**config.mk**
```make
export PLATFORM = sky130hd
export DESIGN_NAME = dbg_brk_qual
export DESIGN_NICKNAME = d
export VERILOG_FILES = /design/src/rtl/bkq_pkg.sv /design/src/rtl/bkq_qualify.sv /design/src/rtl/bkq_wp_counter.sv /design/src/rtl/bkq_out_stage.sv /design/src/rtl/dbg_brk_qual.sv
export SDC_FILE = /design/constraint.sdc
export NUM_CORES = 1
export LEC_CHECK = 0
export BUFFER_PORTS_ARGS = -buffer_cell sky130_fd_sc_hd__clkbuf_2
export CAP_MARGIN = 40
export CELL_PAD_IN_SITES_DETAIL_PLACEMENT = 1
export CELL_PAD_IN_SITES_GLOBAL_PLACEMENT = 2
export CORE_UTILIZATION = 29
export CTS_CLUSTER_DIAMETER = 100
export DETAILED_ROUTE_END_ITERATION = 7
export GPL_TIMING_DRIVEN = 0
export PLACE_DENSITY_LB_ADDON = 0.1
export SYNTH_ARGS = -nofsm -noshare
export SYNTH_HDL_FRONTEND = slang
export SYNTH_SLANG_ARGS = --single-unit
```
**constraint.sdc**
```tcl
create_clock -name clk -period 3 [get_ports clk]
set_input_delay 0 -clock clk [delete_from_list [all_inputs] [get_ports clk]]
set_output_delay 0 -clock clk [all_outputs]
set_load 0.1 [all_outputs]
```
**src/rtl/bkq_pkg.sv**
```systemverilog
`timescale 1ns/1ps
package bkq_pkg;
  // Merge of the two trap-enable sources for one channel.
  function automatic logic trap_merge(input logic sw_bit, input logic port_bit);
    return sw_bit | port_bit;
  endfunction

  // Whether a maskable breakpoint may reach the core.
  function automatic logic path_open(input logic recov, input logic nonmask);
    return recov | nonmask;
  endfunction
endpackage

```
**src/rtl/bkq_qualify.sv**
```systemverilog
`timescale 1ns/1ps
module bkq_qualify #(
  parameter int NUM_WP  = 6,
  parameter int NUM_CNT = 2
) (
  input  logic [NUM_WP-1:0]  wp_evt,
  input  logic [NUM_WP-1:0]  sw_en,
  input  logic [NUM_WP-1:0]  port_en,
  input  logic               recov,
  input  logic               nonmask,
  output logic [NUM_WP-1:0]  direct_hit,
  output logic [NUM_CNT-1:0] count_step,
  output logic               open
);
  logic [NUM_WP-1:0] trap_en;

  assign open = bkq_pkg::path_open(recov, nonmask);

  for (genvar g = 0; g < NUM_WP; g++) begin : g_ch
    assign trap_en[g] = bkq_pkg::trap_merge(sw_en[g], port_en[g]);
    if (g < NUM_CNT) begin : g_counted
      // counted channels reach the core only through their counter
      assign count_step[g] = wp_evt[g] & trap_en[g] & open;
      assign direct_hit[g] = 1'b0;
    end else begin : g_direct
      assign direct_hit[g] = wp_evt[g] & trap_en[g] & open;
    end
  end
endmodule

```
**src/rtl/bkq_wp_counter.sv**
```systemverilog
`timescale 1ns/1ps
module bkq_wp_counter #(
  parameter int CNT_W = 8
) (
  input  logic             clk,
  input  logic             rst_n,
  input  logic             load,
  input  logic [CNT_W-1:0] preset,
  input  logic             step,
  output logic [CNT_W-1:0] value,
  output logic             expire
);
  localparam logic [CNT_W-1:0] ONE = CNT_W'(1);

  function automatic logic [CNT_W-1:0] next_count(
    input logic [CNT_W-1:0] cur, input logic ld,
    input logic [CNT_W-1:0] pre, input logic stp);
    if (ld)                       return pre;
    else if (stp && cur != '0)    return cur - ONE;
    else                          return cur;
  endfunction

  always_ff @(posedge clk) begin
    if (!rst_n) value <= '0;
    else        value <= next_count(value, load, preset, step);
  end

  assign expire = step & ~load & (value == ONE);
endmodule

```
**src/rtl/bkq_out_stage.sv**
```systemverilog
`timescale 1ns/1ps
module bkq_out_stage #(
  parameter int NUM_WP  = 6,
  parameter int CAUSE_W = 8
) (
  input  logic               clk,
  input  logic               rst_n,
  input  logic [NUM_WP-1:0]  wp_evt,
  input  logic [CAUSE_W-1:0] cause_now,
  output logic [NUM_WP-1:0]  wp_pin,
  output logic               brk,
  output logic [CAUSE_W-1:0] cause,
  output logic               req_any
);
  logic req_prev;
  logic fire;

  assign req_any = |cause_now;
  assign fire    = req_any & ~req_prev;

  always_ff @(posedge clk) begin
    if (!rst_n) begin
      wp_pin   <= '0;
      brk      <= 1'b0;
      cause    <= '0;
      req_prev <= 1'b0;
    end else begin
      wp_pin   <= wp_evt;
      brk      <= fire;
      cause    <= fire ? cause_now : '0;
      req_prev <= req_any;
    end
  end
endmodule

```
**src/rtl/dbg_brk_qual.sv**
```systemverilog
`timescale 1ns/1ps
module dbg_brk_qual #(
  parameter int NUM_WP  = 6,
  parameter int NUM_CNT = 2,
  parameter int CNT_W   = 8
) (
  input  logic                     clk,
  input  logic                     rst_n,
  input  logic [NUM_WP-1:0]        wp_evt_i,
  input  logic [NUM_WP-1:0]        sw_trap_en_i,
  input  logic [NUM_WP-1:0]        port_trap_en_i,
  input  logic                     recov_i,
  input  logic                     nonmask_mode_i,
  input  logic                     ext_brk_mask_i,
  input  logic                     ext_brk_nm_i,
  input  logic [NUM_CNT-1:0]       cnt_load_i,
  input  logic [NUM_CNT*CNT_W-1:0] cnt_preset_i,
  output logic [NUM_WP-1:0]        wp_pin_o,
  output logic                     brk_cpu_o,
  output logic [NUM_WP+1:0]        brk_cause_o
);
  localparam int CAUSE_W      = NUM_WP + 2;
  localparam int CAUSE_EXT_M  = NUM_WP;
  localparam int CAUSE_EXT_NM = NUM_WP + 1;

  logic [NUM_WP-1:0]        direct_hit;
  logic [NUM_CNT-1:0]       count_step;
  logic                     path_open_w;
  logic [NUM_CNT-1:0]       cnt_expire;
  logic [NUM_CNT*CNT_W-1:0] cnt_val_flat;
  logic [CAUSE_W-1:0]       cause_now;
  logic                     brk_req;

  bkq_qualify #(.NUM_WP(NUM_WP), .NUM_CNT(NUM_CNT)) u_qual (
    .wp_evt     (wp_evt_i),
    .sw_en      (sw_trap_en_i),
    .port_en    (port_trap_en_i),
    .recov      (recov_i),
    .nonmask    (nonmask_mode_i),
    .direct_hit (direct_hit),
    .count_step (count_step),
    .open       (path_open_w)
  );

  for (genvar k = 0; k < NUM_CNT; k++) begin : g_cnt
    bkq_wp_counter #(.CNT_W(CNT_W)) u_cnt (
      .clk    (clk),
      .rst_n  (rst_n),
      .load   (cnt_load_i[k]),
      .preset (cnt_preset_i[k*CNT_W +: CNT_W]),
      .step   (count_step[k]),
      .value  (cnt_val_flat[k*CNT_W +: CNT_W]),
      .expire (cnt_expire[k])
    );
  end

  for (genvar g = 0; g < NUM_WP; g++) begin : g_cause
    if (g < NUM_CNT) begin : g_from_cnt
      assign cause_now[g] = cnt_expire[g];
    end else begin : g_from_hit
      assign cause_now[g] = direct_hit[g];
    end
  end
  assign cause_now[CAUSE_EXT_M]  = ext_brk_mask_i & path_open_w;
  assign cause_now[CAUSE_EXT_NM] = ext_brk_nm_i;

  bkq_out_stage #(.NUM_WP(NUM_WP), .CAUSE_W(CAUSE_W)) u_out (
    .clk       (clk),
    .rst_n     (rst_n),
    .wp_evt    (wp_evt_i),
    .cause_now (cause_now),
    .wp_pin    (wp_pin_o),
    .brk       (brk_cpu_o),
    .cause     (brk_cause_o),
    .req_any   (brk_req)
  );
endmodule

```
Yosys cells after proc, flatten, opt, wreduce, memory -nomap -nowiden
Cells that the tools add are included.

Flip-flop bits (word level): 32. Logic and storage cells: 50. Output and inout bits: 15. Input bits: 42.

Mux-type cells: 4. Bitwise logic cells: 28. Reductions and logical operators: 8. Eq/ne operators: 2. $add $sub $neg: 2.

Operators with widths (number): 2-to-1 mux 8 bit (4); AND 1 bit (18); equality test 8 x 1 -> 1 bit (second input constant) (2); nonzero test 8 bit (2); subtractor 8 x 1 -> 8 bit (second input constant) (2); OR reduction 8 bit (1); OR 1 bit (7); nonzero test 2 bit (2); NOT 1 bit (3); logical AND 1 bit (2); AND reduction 2 bit (1).

Depth between registers and ports, before layout
Gate-level depths: netlist of the first run.

Word-level depth: 8. Depth in mapped cells: 6. Gate-level depth less buffers: 6.

Cells and area by module
Synthesis of the first run repeated with hierarchy kept, for this count alone.

Cells, all modules: 177. Area, all modules: 1681.6 µm².

By module, submodules not included: bkq_wp_counter (times used 2, cells each 65, sequential area each 160.2 µm², area each 545.5 µm²); bkq_out_stage (times used 1, cells each 36, sequential area each 320.3 µm², area each 491.7 µm²); bkq_qualify (times used 1, cells each 10, sequential area each 0.0 µm², area each 92.6 µm²); dbg_brk_qual (times used 1, cells each 1, sequential area each 0.0 µm², area each 6.3 µm²).

Least setup slack after synthesis of the first run
Ideal clock, no wire load.

Kind: register to register. Start: reg g_cnt[1].u_cnt.value[2]. End: reg g_cnt[1].u_cnt.value[7]. Required time: 2.926 ns. Period minus slack after synthesis: 1.891 ns. Cell stages (with the launch flop): 6. Path slack: 1.109 ns. Arrival time: 1.817 ns. Path buffers: 1. Library setup time: 0.074 ns. Path through: dfxtp_1 > or4_1 > clkbuf_2 > or2_0 > or4_1 > a31oi_1.

Word-level cells in the longest chain between the ends: 3. Elaborated cells between the ends (all ways): 6. Those cells by class: 1 x add/sub; 2 x mux; 3 x reduce/logical.

RTL lines: start, declared (RTL line bkq_wp_counter.sv:10) `output logic [CNT_W-1:0] value,`; start signal, assigned (RTL line bkq_wp_counter.sv:25) `else value <= next_count(value, load, preset, step);`; subtractor 8 x 1 -> 8 bit / nonzero test 8 bit (equally long branches) (RTL line bkq_wp_counter.sv:19) `else if (stp && cur != '0) return cur - ONE;`; 2-to-1 mux 8 bit / logical AND 1 bit (equally long branches) (RTL line bkq_wp_counter.sv:19); 2-to-1 mux 8 bit / nonzero test 2 bit (equally long branches).

Several ways; a longest one is shown, not always the timed one. The select of a mux whose other input is x is not followed. A chain may end at the register's enable or synchronous reset.

Final worst setup path of the first run
Ends and elaborated chain as after synthesis.

==> flow_summary.ini, run 1 <==
[setup_path]
path_max_fanout = 7
crit_chain = or4_1 > clkbuf_2 > or2_0 > or4_1 > a31oi_1
cpMostUsedCell = or4_1
worst_ep_required_time_ns = 3.19
arrival_ns = 2.26
setup.worst_path.start_class = flop
cpPeakStageDelay_ns = 0.52
critical-path-slowest-cell = or4_1
critPathKind = flop to flop
critPathCaptureType = flop

[drt]
avgViaCountPerCell = 5.01
vias = 1569
ant_nets = 0
dr.pass1.iters = 4
totalWireLength_mm = 4.50
drt-initial-drc-count = 31
drc = 0
wl_per_cell_um = 14.4

[timing]
finalMaxSlewViolations = 0
fmax_ghz = 0.485
tightest_slew_ns = 0.597
max_slew_margin = 0.599
holdWs_ns = 0.00618
final.min_clock_period_ns = 2.06
finalHoldViolations = 0
rsz0062_at_grt = false
period_share = 0.688
finalSetupTns_ns = 0
setup_violations = 0
fin_skew_ns = 0.00720

[cts]
cts_hold_buf = 12
cts_tree = built
cts_resized = 0
post-cts-setup-buffers = 0
clk_path_buf_depth = 2
clk_latency_ns = 0.27
cts_inserted_buffers = 5
path_clk_slew_ns = 0.07
htree_levels = 2
root_buffer = clkbuf_8
clock_sinks = 32

[global_routing]
grt_pass1_wl_mm = 7.43
antenna_found_initial = 0
grt_max_degree = 11
first_global_vias = 1561
grt_util_all_layers = 0.179
overflow = 0

[synth]
yosysSeqAreaShare = 0.423
ys_ff_latch = 32
syn_area_per_cell_um2 = 8.91
yosysWarnings = 0
synthCells = 170
yosys.area.top_type = dfxtp_1
synth_top_area_share = 0.423
synthesis.area_mm2 = 0.00151
synth_cell_types = 40
synth_area_leaders = dfxtp_1, o21ai_0, ha_1, a31oi_1, o211ai_1
synth_fp_nets = 218

[placed_design]
port_buffers = 56
place_area_mm2 = 0.00188
hpwl_mm = 3.35
gp_congestion = 0.784

[finish]
areaGrowthSynthToFinish_pct = 39.1
post-route-cell-area_mm2 = 0.00211
seqCellArea_um2 = 641
drive_above_1_share = 0.289
final_util = 0.432
n_fill_cell = 623
multi_input_area_um2 = 816
final_common_cell = clkbuf_2
n_antenna_cell = 0
nets = 293
layout_common_cells = clkbuf_2, dfxtp_1, o21ai_0

[outcome]
status = finished clean

[power_and_ir_drop]
ir_worst_vdd_mv = 0.247
p_per_area_mw_per_mm2 = 539
power_leakage_uw = 0.000898
power_uw = 1140

[floorplanning]
ios = 57
die_h_um = 74.3
dieArea_mm2 = 0.00551
start_util = 0.310
coreArea_mm2 = 0.00488
num_rows = 25
dieWidth_um = 74.3

[run]
max_cap_violations = 0

[hold_path]
min_path_type = input pin to flop
==> synth_stat cells (all sizes together) <==
master,n
nand3b,1
o2111ai,1
a21oi,5
nor3,2
inv,8
nor4b,1
dfxtp,32
a311oi,1
xnor2,2
or2,1
ha,6
or3b,1
a21boi,3
clkbuf,7
or4,4
nor2,11
a32oi,1
nand2b,4
a31oi,9
and2,6
and4b,2
nor2b,3
o211ai,6
or4b,1
o21a,2
and3,1
o21ai,20
nor3b,2
or3,7
nand2,3
o221ai,4
nand4,1
o31ai,3
nand3,5
o221a,2
xor2,2
==> state kept, by name, summed over array words and instances (netlist names) <==
name,flops
g_cnt.u_cnt.value,16
u_out.brk,1
u_out.cause,8
u_out.req_prev,1
u_out.wp_pin,6
==> cells by family after synthesis <==
family / synth area share
compound gates: 0.245
flops: 0.423
xor+xnor: 0.0231
simple gates: 0.221
fa+ha+maj: 0.0496
buf+inv: 0.0380
==> power breakdown <==
part | switching, µW | leakage (µW) | internal [µW] | total, µW
registers | 21.7 | 0.000265 | 453 | 474
logic | 163 | 0.000578 | 92.6 | 256
clock network | 159 | 0.0000552 | 247 | 406
total | 344 | 0.000898 | 792 | 1140
==> per-stage QoR <==
| step | worst slack [ns] | cells |
|---|---|---|
| floorplan | 1.11 | 170 |
| global placement | 1.02 | 293 |
| detailed placement | 0.914 | 293 |
| CTS | 0.913 | 313 |
| global route | 0.756 | 313 |
| finish | 0.936 | 313 |
==> final timing paths <==
| path | from | to | slack [ns] | cells past startpoint |
|---|---|---|---|---|
| setup / recovery | g_cnt[1].u_cnt.value[2] | g_cnt[1].u_cnt.value[7] | 0.94 | 5 |
| hold / removal | cnt_preset_i[0] | g_cnt[0].u_cnt.value[0] | 0.006 | 3 |
| setup reg to reg | g_cnt[1].u_cnt.value[2] | g_cnt[1].u_cnt.value[7] | 0.94 | 5 |
| hold reg to reg | g_cnt[1].u_cnt.value[5] | g_cnt[1].u_cnt.value[5] | 0.50 | 2 |
==> metal layers <==
metal	global-route usage	part of all wire	wire length [µm]
met1	0.227	0.46	2080
met2	0.309	0.50	2240
met3	0.0393	0.033	149
met4	0.0461	0.0049	22
met5	0	0	0
==> layout make-up <==
cell class,instances,share of cell area
multi-input combinational,123,0.387
clock inverter,2,0.0166
timing repair buffer,68,0.190
inverter,8,0.0143
sequential,32,0.304
buffer,7,0.0131
tap,67,0.0398
clock buffer,6,0.0345
==> critical path, delay by kind of cell (launching register included) <==
family                 cells  cell delay, ns
AO/OA/AOI/OAI              1            0.17
buffers and inverters      1            0.18
AND/OR/NAND/NOR            3            1.28
flip-flops                 1            0.35
Note: power is estimated with default switching activity, not from simulation.
==> run 2: changes to the inputs <==
CORE_UTILIZATION = 25   (was 29)
clock period = 1.7 ns   (was 3 ns; I/O delays follow)
==> run 2 against run 1 <==
The flow now finishes with violations (setup timing); critical path depth is 2 higher; utilization shrank 1.5 points; worst setup slack got worse by 1.0 ns; design area increased by 12%; register-to-register slack got worse by 1.0 ns; hold slack improved by 0.0039 ns; power is 89% higher; count of clock-buffer cells in the layout shrank 1; non-clock buffer count is 18 higher; critical path type unchanged; largest power group unchanged.
==> flow_summary.ini, run 2 (same netlist as run 1, synthesis figures left out) <==
[finish]
final_util = 0.416
final_common_cell = clkbuf_2
n_antenna_cell = 0
seqCellArea_um2 = 656
drive_above_1_share = 0.409
n_fill_cell = 690
reg_top3 = g_cnt.u_cnt.value x16, u_out.cause x8, u_out.wp_pin x6
areaGrowthSynthToFinish_pct = 56.1
largest_reg_flops = 16
multi_input_area_um2 = 891
layout_common_cells = clkbuf_2, dfxtp_1, o21ai_0
nets = 311
regMostFlops = g_cnt.u_cnt.value

[global_routing]
grt_pass1_wl_mm = 8.30
grt_busiest_layer = met2
grt_max_degree = 12
use_met2 = 0.306
overflow = 0
antenna_found_initial = 0
gr-usage-met1 = 0.201
use_met3 = 0.0366
grt_util_all_layers = 0.170
first_global_vias = 1730

[timing]
finalMaxSlewViolations = 0
period_share = 1.07
final.min_clock_period_ns = 1.81
max_slew_margin = 0.630
setup_ws_ns = -0.113
setup_violations = 4
fin_skew_ns = 0.00336
finalSetupTns_ns = -0.182
fmax_ghz = 0.551
holdWs_ns = 0.0101
finalHoldViolations = 0
tightest_slew_ns = 0.557
rsz0062_at_grt = true

[cts]
cts_inserted_buffers = 5
path_clk_slew_ns = 0.07
root_buffer = clkbuf_8
clk_latency_ns = 0.29
cts_tree = built
htree_levels = 2
clk_path_buf_depth = 2
clock_sinks = 32

[setup_path]
setup.worst_path.start_class = flop
rr_worst_depth = 7
worst_ep_required_time_ns = 1.92
path_max_fanout = 7
worst-r2r-setup-slack_ns = -0.11
rr_startpoint = g_cnt[1].u_cnt.value[1]
crit_chain = inv_2 > ha_1 > or3b_4 > o21ai_4 > buf_4 > or4_1 > a31oi_1
critPathCaptureType = flop
arrival_ns = 2.03
cpPeakStageDelay_ns = 0.53
r2r-end = g_cnt[1].u_cnt.value[7]
critPathKind = flop to flop
critical-path-slowest-cell = or4_1

[power_and_ir_drop]
internal_power_uw = 1470
p_per_area_mw_per_mm2 = 906
power_leakage_uw = 0.00101
switchingPower_uw = 672
seqPwrFrac = 0.393
swShare = 0.314
combPwrFrac = 0.261
ir_worst_vdd_mv = 0.361
clockPowerShare = 0.346

[placed_design]
dp_slack_ns = -0.326
hpwl_mm = 3.59
port_buffers = 56
gp_congestion = 0.762

[floorplanning]
die_h_um = 79.8
dieArea_mm2 = 0.00637
num_rows = 27
coreArea_mm2 = 0.00568
dieWidth_um = 79.8
ios = 57
start_util = 0.267

[hold_path]
whs_path_depth = 3
hold_end = g_cnt[0].u_cnt.value[6]
hp-start = cnt_preset_i[6]
min_path_type = input pin to flop

[drt]
totalWireLength_mm = 4.99
vias = 1650
wl_per_cell_um = 14.9
drt-initial-drc-count = 34
ant_nets = 0
dr.pass1.iters = 4
drc = 0
avgViaCountPerCell = 4.91

[outcome]
violations = setup timing
status = complete, but fails checks

[run]
max_cap_violations = 0
==> run 2: cell count changes in the layout (fill, tap and decap cells not counted), sizes merged <==
cell	change
dlygate4sd3	+4
buf	+15
clkinvlp	+1
clkbuf	-2
==> run 2: stage by stage <==
stage	instance area (µm²)	std cells	power (µW)
6_report	2360	336	2140
5_1_grt	2360	336	2270
4_1_cts	2320	333	2150
3_5_place_dp	1890	298	1290
3_3_place_gp	1890	298	1270
2_1_floorplan	1520	170	1150
==> run 2: power by group through the flow <==
stage               clock network [µW]  registers (µW)  logic, µW
floorplan                            0             953        196
global placement                     0             853        420
detailed placement                   0             856        432
CTS                                770             838        540
global route                       809             847        611
finish                             741             840        560
==> run 2: layer usage <==
layer	routed length (µm)	vias to the layer above
met5	0	-
met4	55	0
met3	161	6
met2	2540	36
met1	2240	788
li1	-	820
==> run 2: how the worst max path moves through the flow <==
stage / cells past startpoint / from / to / slack, ns
after global routing: 4 / g_cnt[1].u_cnt.value[5] / g_cnt[1].u_cnt.value[7] / -0.19
after detailed placement: 5 / g_cnt[1].u_cnt.value[2] / g_cnt[1].u_cnt.value[7] / -0.33
after floorplan: 5 / g_cnt[1].u_cnt.value[2] / g_cnt[1].u_cnt.value[7] / -0.19
after CTS: 5 / g_cnt[1].u_cnt.value[5] / g_cnt[1].u_cnt.value[7] / -0.28
after global placement: 5 / g_cnt[1].u_cnt.value[2] / g_cnt[1].u_cnt.value[7] / -0.29
final: 7 / g_cnt[1].u_cnt.value[1] / g_cnt[1].u_cnt.value[7] / -0.11
==> run 2: cell type report <==
cell class,count,share of cell area
timing repair buffer,87,0.237
multi-input combinational,123,0.377
clock buffer,5,0.0291
buffer,6,0.00953
sequential,32,0.277
clock inverter,3,0.0180
inverter,8,0.0138
tap,72,0.0381
==> run 2: timing repair <==
action,4_1_cts,5_1_grt
endpoints found under the setup margin,14,15
pin swaps,12,10
resized for setup,32,7
endpoints found under the hold margin,19,0
hold buffers,16,0
gates cloned,0,0
setup buffers,11,4
==> run 2: critical path: cells and delay by family, from the launching register on <==
kind / cells / cell delay, ns
adder cells (fa/ha/maj): 1 / 0.16
flip-flops: 1 / 0.34
buffers and inverters: 2 / 0.19
AO/OA/AOI/OAI: 2 / 0.25
AND/OR/NAND/NOR: 2 / 0.79
==> run 3: changes to the inputs <==
CORE_UTILIZATION = 26   (was 25)
PLACE_DENSITY_LB_ADDON = 0.3   (was 0.1)
SETUP_SLACK_MARGIN = 0.3   (was not set)
SYNTH_HIERARCHICAL = 1   (was not set)
==> run 3 against run 2 <==
The run now ends clean; first-iteration DRC count is 35% higher; non-clock buffer count up 15; register-to-register slack gained 0.22 ns; worst setup slack better by 0.22 ns; via count grew 0.55%; largest power group unchanged.
==> flow_summary.ini, run 3 <==
[outcome]
status = finished clean

[setup_path]
critPathKind = flop to flop
crit_buf_inv = 0
startpoint = g_cnt[0].u_cnt/value[3]
path_max_fanout = 5
rr_startpoint = g_cnt[0].u_cnt/value[3]
arrival_ns = 1.78
critPathCaptureType = flop
cp.depth = 4
endpoint = g_cnt[0].u_cnt/value[7]
cpPeakStageDelay_ns = 0.57
setup.worst_path.start_class = flop
crit_chain = or4_4 > nor4_4 > mux2i_1 > o22ai_1
cp_top_family = simple AND/OR/NAND/NOR gates
worst-r2r-setup-slack_ns = 0.10
worst_ep_required_time_ns = 1.88
r2r-end = g_cnt[0].u_cnt/value[7]
rr_worst_depth = 4
critical-path-slowest-cell = or4_4

[drt]
wl_per_cell_um = 14.3
drt-initial-drc-count = 46
avgViaCountPerCell = 4.61
ant_nets = 0
drc = 0
vias = 1659
totalWireLength_mm = 5.14
dr.pass1.iters = 4

[global_routing]
overflow = 0
first_global_vias = 1698
antenna_found_initial = 0
grt_max_degree = 13
grt_pass1_wl_mm = 8.32
grt_util_all_layers = 0.167

[timing]
finalHoldViolations = 0
finalMaxSlewViolations = 0
tightest_slew_ns = 0.551
period_share = 0.939
finalSetupTns_ns = 0
rsz0062_at_grt = true
setup_violations = 0
fin_skew_ns = 0.00365
fmax_ghz = 0.626
final.min_clock_period_ns = 1.60
holdWs_ns = 0.00732
max_slew_margin = 0.634

[floorplanning]
dieWidth_um = 81.9
start_util = 0.275
dieArea_mm2 = 0.00670
die_h_um = 81.9
num_rows = 28
ios = 57
coreArea_mm2 = 0.00603

[finish]
drive_above_1_share = 0.530
areaGrowthSynthToFinish_pct = 68.6
n_fill_cell = 713
finalNonFillerCells = 360
layout_common_cells = clkbuf_2, buf_4, dfxtp_1
largest_reg_flops = 16
reg_top3 = g_cnt.u_cnt/value x16, u_out/cause x8, u_out/wp_pin x6
nets = 332
final_common_cell = clkbuf_2
regMostFlops = g_cnt.u_cnt/value
n_antenna_cell = 0

[hold_path]
min_path_type = input pin to flop
whs_path_depth = 3

[power_and_ir_drop]
p_per_area_mw_per_mm2 = 794
power_uw = 2220
ir_worst_vdd_mv = 0.433
power_leakage_uw = 0.00114

[synth]
yosysWarnings = 6
synthesis.area_mm2 = 0.00166
synth_fp_nets = 221
synthCells = 173
syn_area_per_cell_um2 = 9.59

[placed_design]
port_buffers = 56
hpwl_mm = 3.34
place.detailed.instances = 304
gp_congestion = 0.753

[cts]
clock_sinks = 32
cts_inserted_buffers = 5
root_buffer = clkbuf_8
htree_levels = 2
cts_tree = built
path_clk_slew_ns = 0.08
clk_path_buf_depth = 2
clk_latency_ns = 0.29

[run]
max_cap_violations = 0
==> run 3: timing repair <==
item / in CTS / in global routing
setup endpoints to repair: 20 / 20
cloned: 0 / 0
pin swaps: 15 / 25
hold buffers: 19 / 0
resized for setup: 30 / 20
buffers inserted: 18 / 11
endpoints found under the hold margin: 19 / 0
==> run 3: worst min path at each step <==
stage	slack, ns	startpoint	endpoint
after CTS	0.004	cnt_preset_i[13]	g_cnt[1].u_cnt/value[5]
after global routing	0.05	cnt_preset_i[5]	g_cnt[0].u_cnt/value[5]
final	0.007	cnt_preset_i[13]	g_cnt[1].u_cnt/value[5]
after global placement	0.24	wp_evt_i[3]	u_out/wp_pin[3]
after floorplan	0.12	ext_brk_nm_i	u_out/cause[7]
after detailed placement	0.25	wp_evt_i[3]	u_out/wp_pin[3]
==> run 3: final cells by class <==
| cell class | count | area, µm² | share of cell area |
|---|---|---|---|
| Sequential cell | 32 | 671 | 0.240 |
| Inverter | 10 | 45.0 | 0.0161 |
| Tap cell | 75 | 93.8 | 0.0336 |
| Clock buffer | 5 | 68.8 | 0.0246 |
| Timing Repair Buffer | 104 | 727 | 0.260 |
| Buffer | 4 | 15.0 | 0.00537 |
| Clock inverter | 3 | 23.8 | 0.00850 |
| Multi-Input combinational cell | 127 | 1150 | 0.412 |
==> run 3: worst register-to-register path, cell delays in order, from the launching register on <==
cell	delay (ns)
dfxtp_4	0.36
or4_4	0.57
nor4_4	0.17
mux2i_1	0.28
o22ai_1	0.11
==> run 3: power by group <==
part           switching, µW  leakage [µW]  internal [µW]  total (µW)
clock                    334     0.0000404            290         624
combinational            388      0.000829            350         739
sequential              56.8      0.000270            800         857
==> run 3: per-stage QoR <==
stage	area [µm²]	utilization	setup slack [ns]
floorplan	1710	-	0.271
global placement	2090	0.347	0.147
detailed placement	2090	0.347	0.0998
CTS	2620	0.435	0.168
global route	2800	0.464	0.0270
finish	2800	0.464	0.103
==> run 3: metal layers <==
metal	wire length (µm)	up-vias	track usage
met5	0	-	0
met4	95	0	0.0807
met1	2340	762	0.214
li1	-	855	-
met3	164	9	0.0333
met2	2540	33	0.266
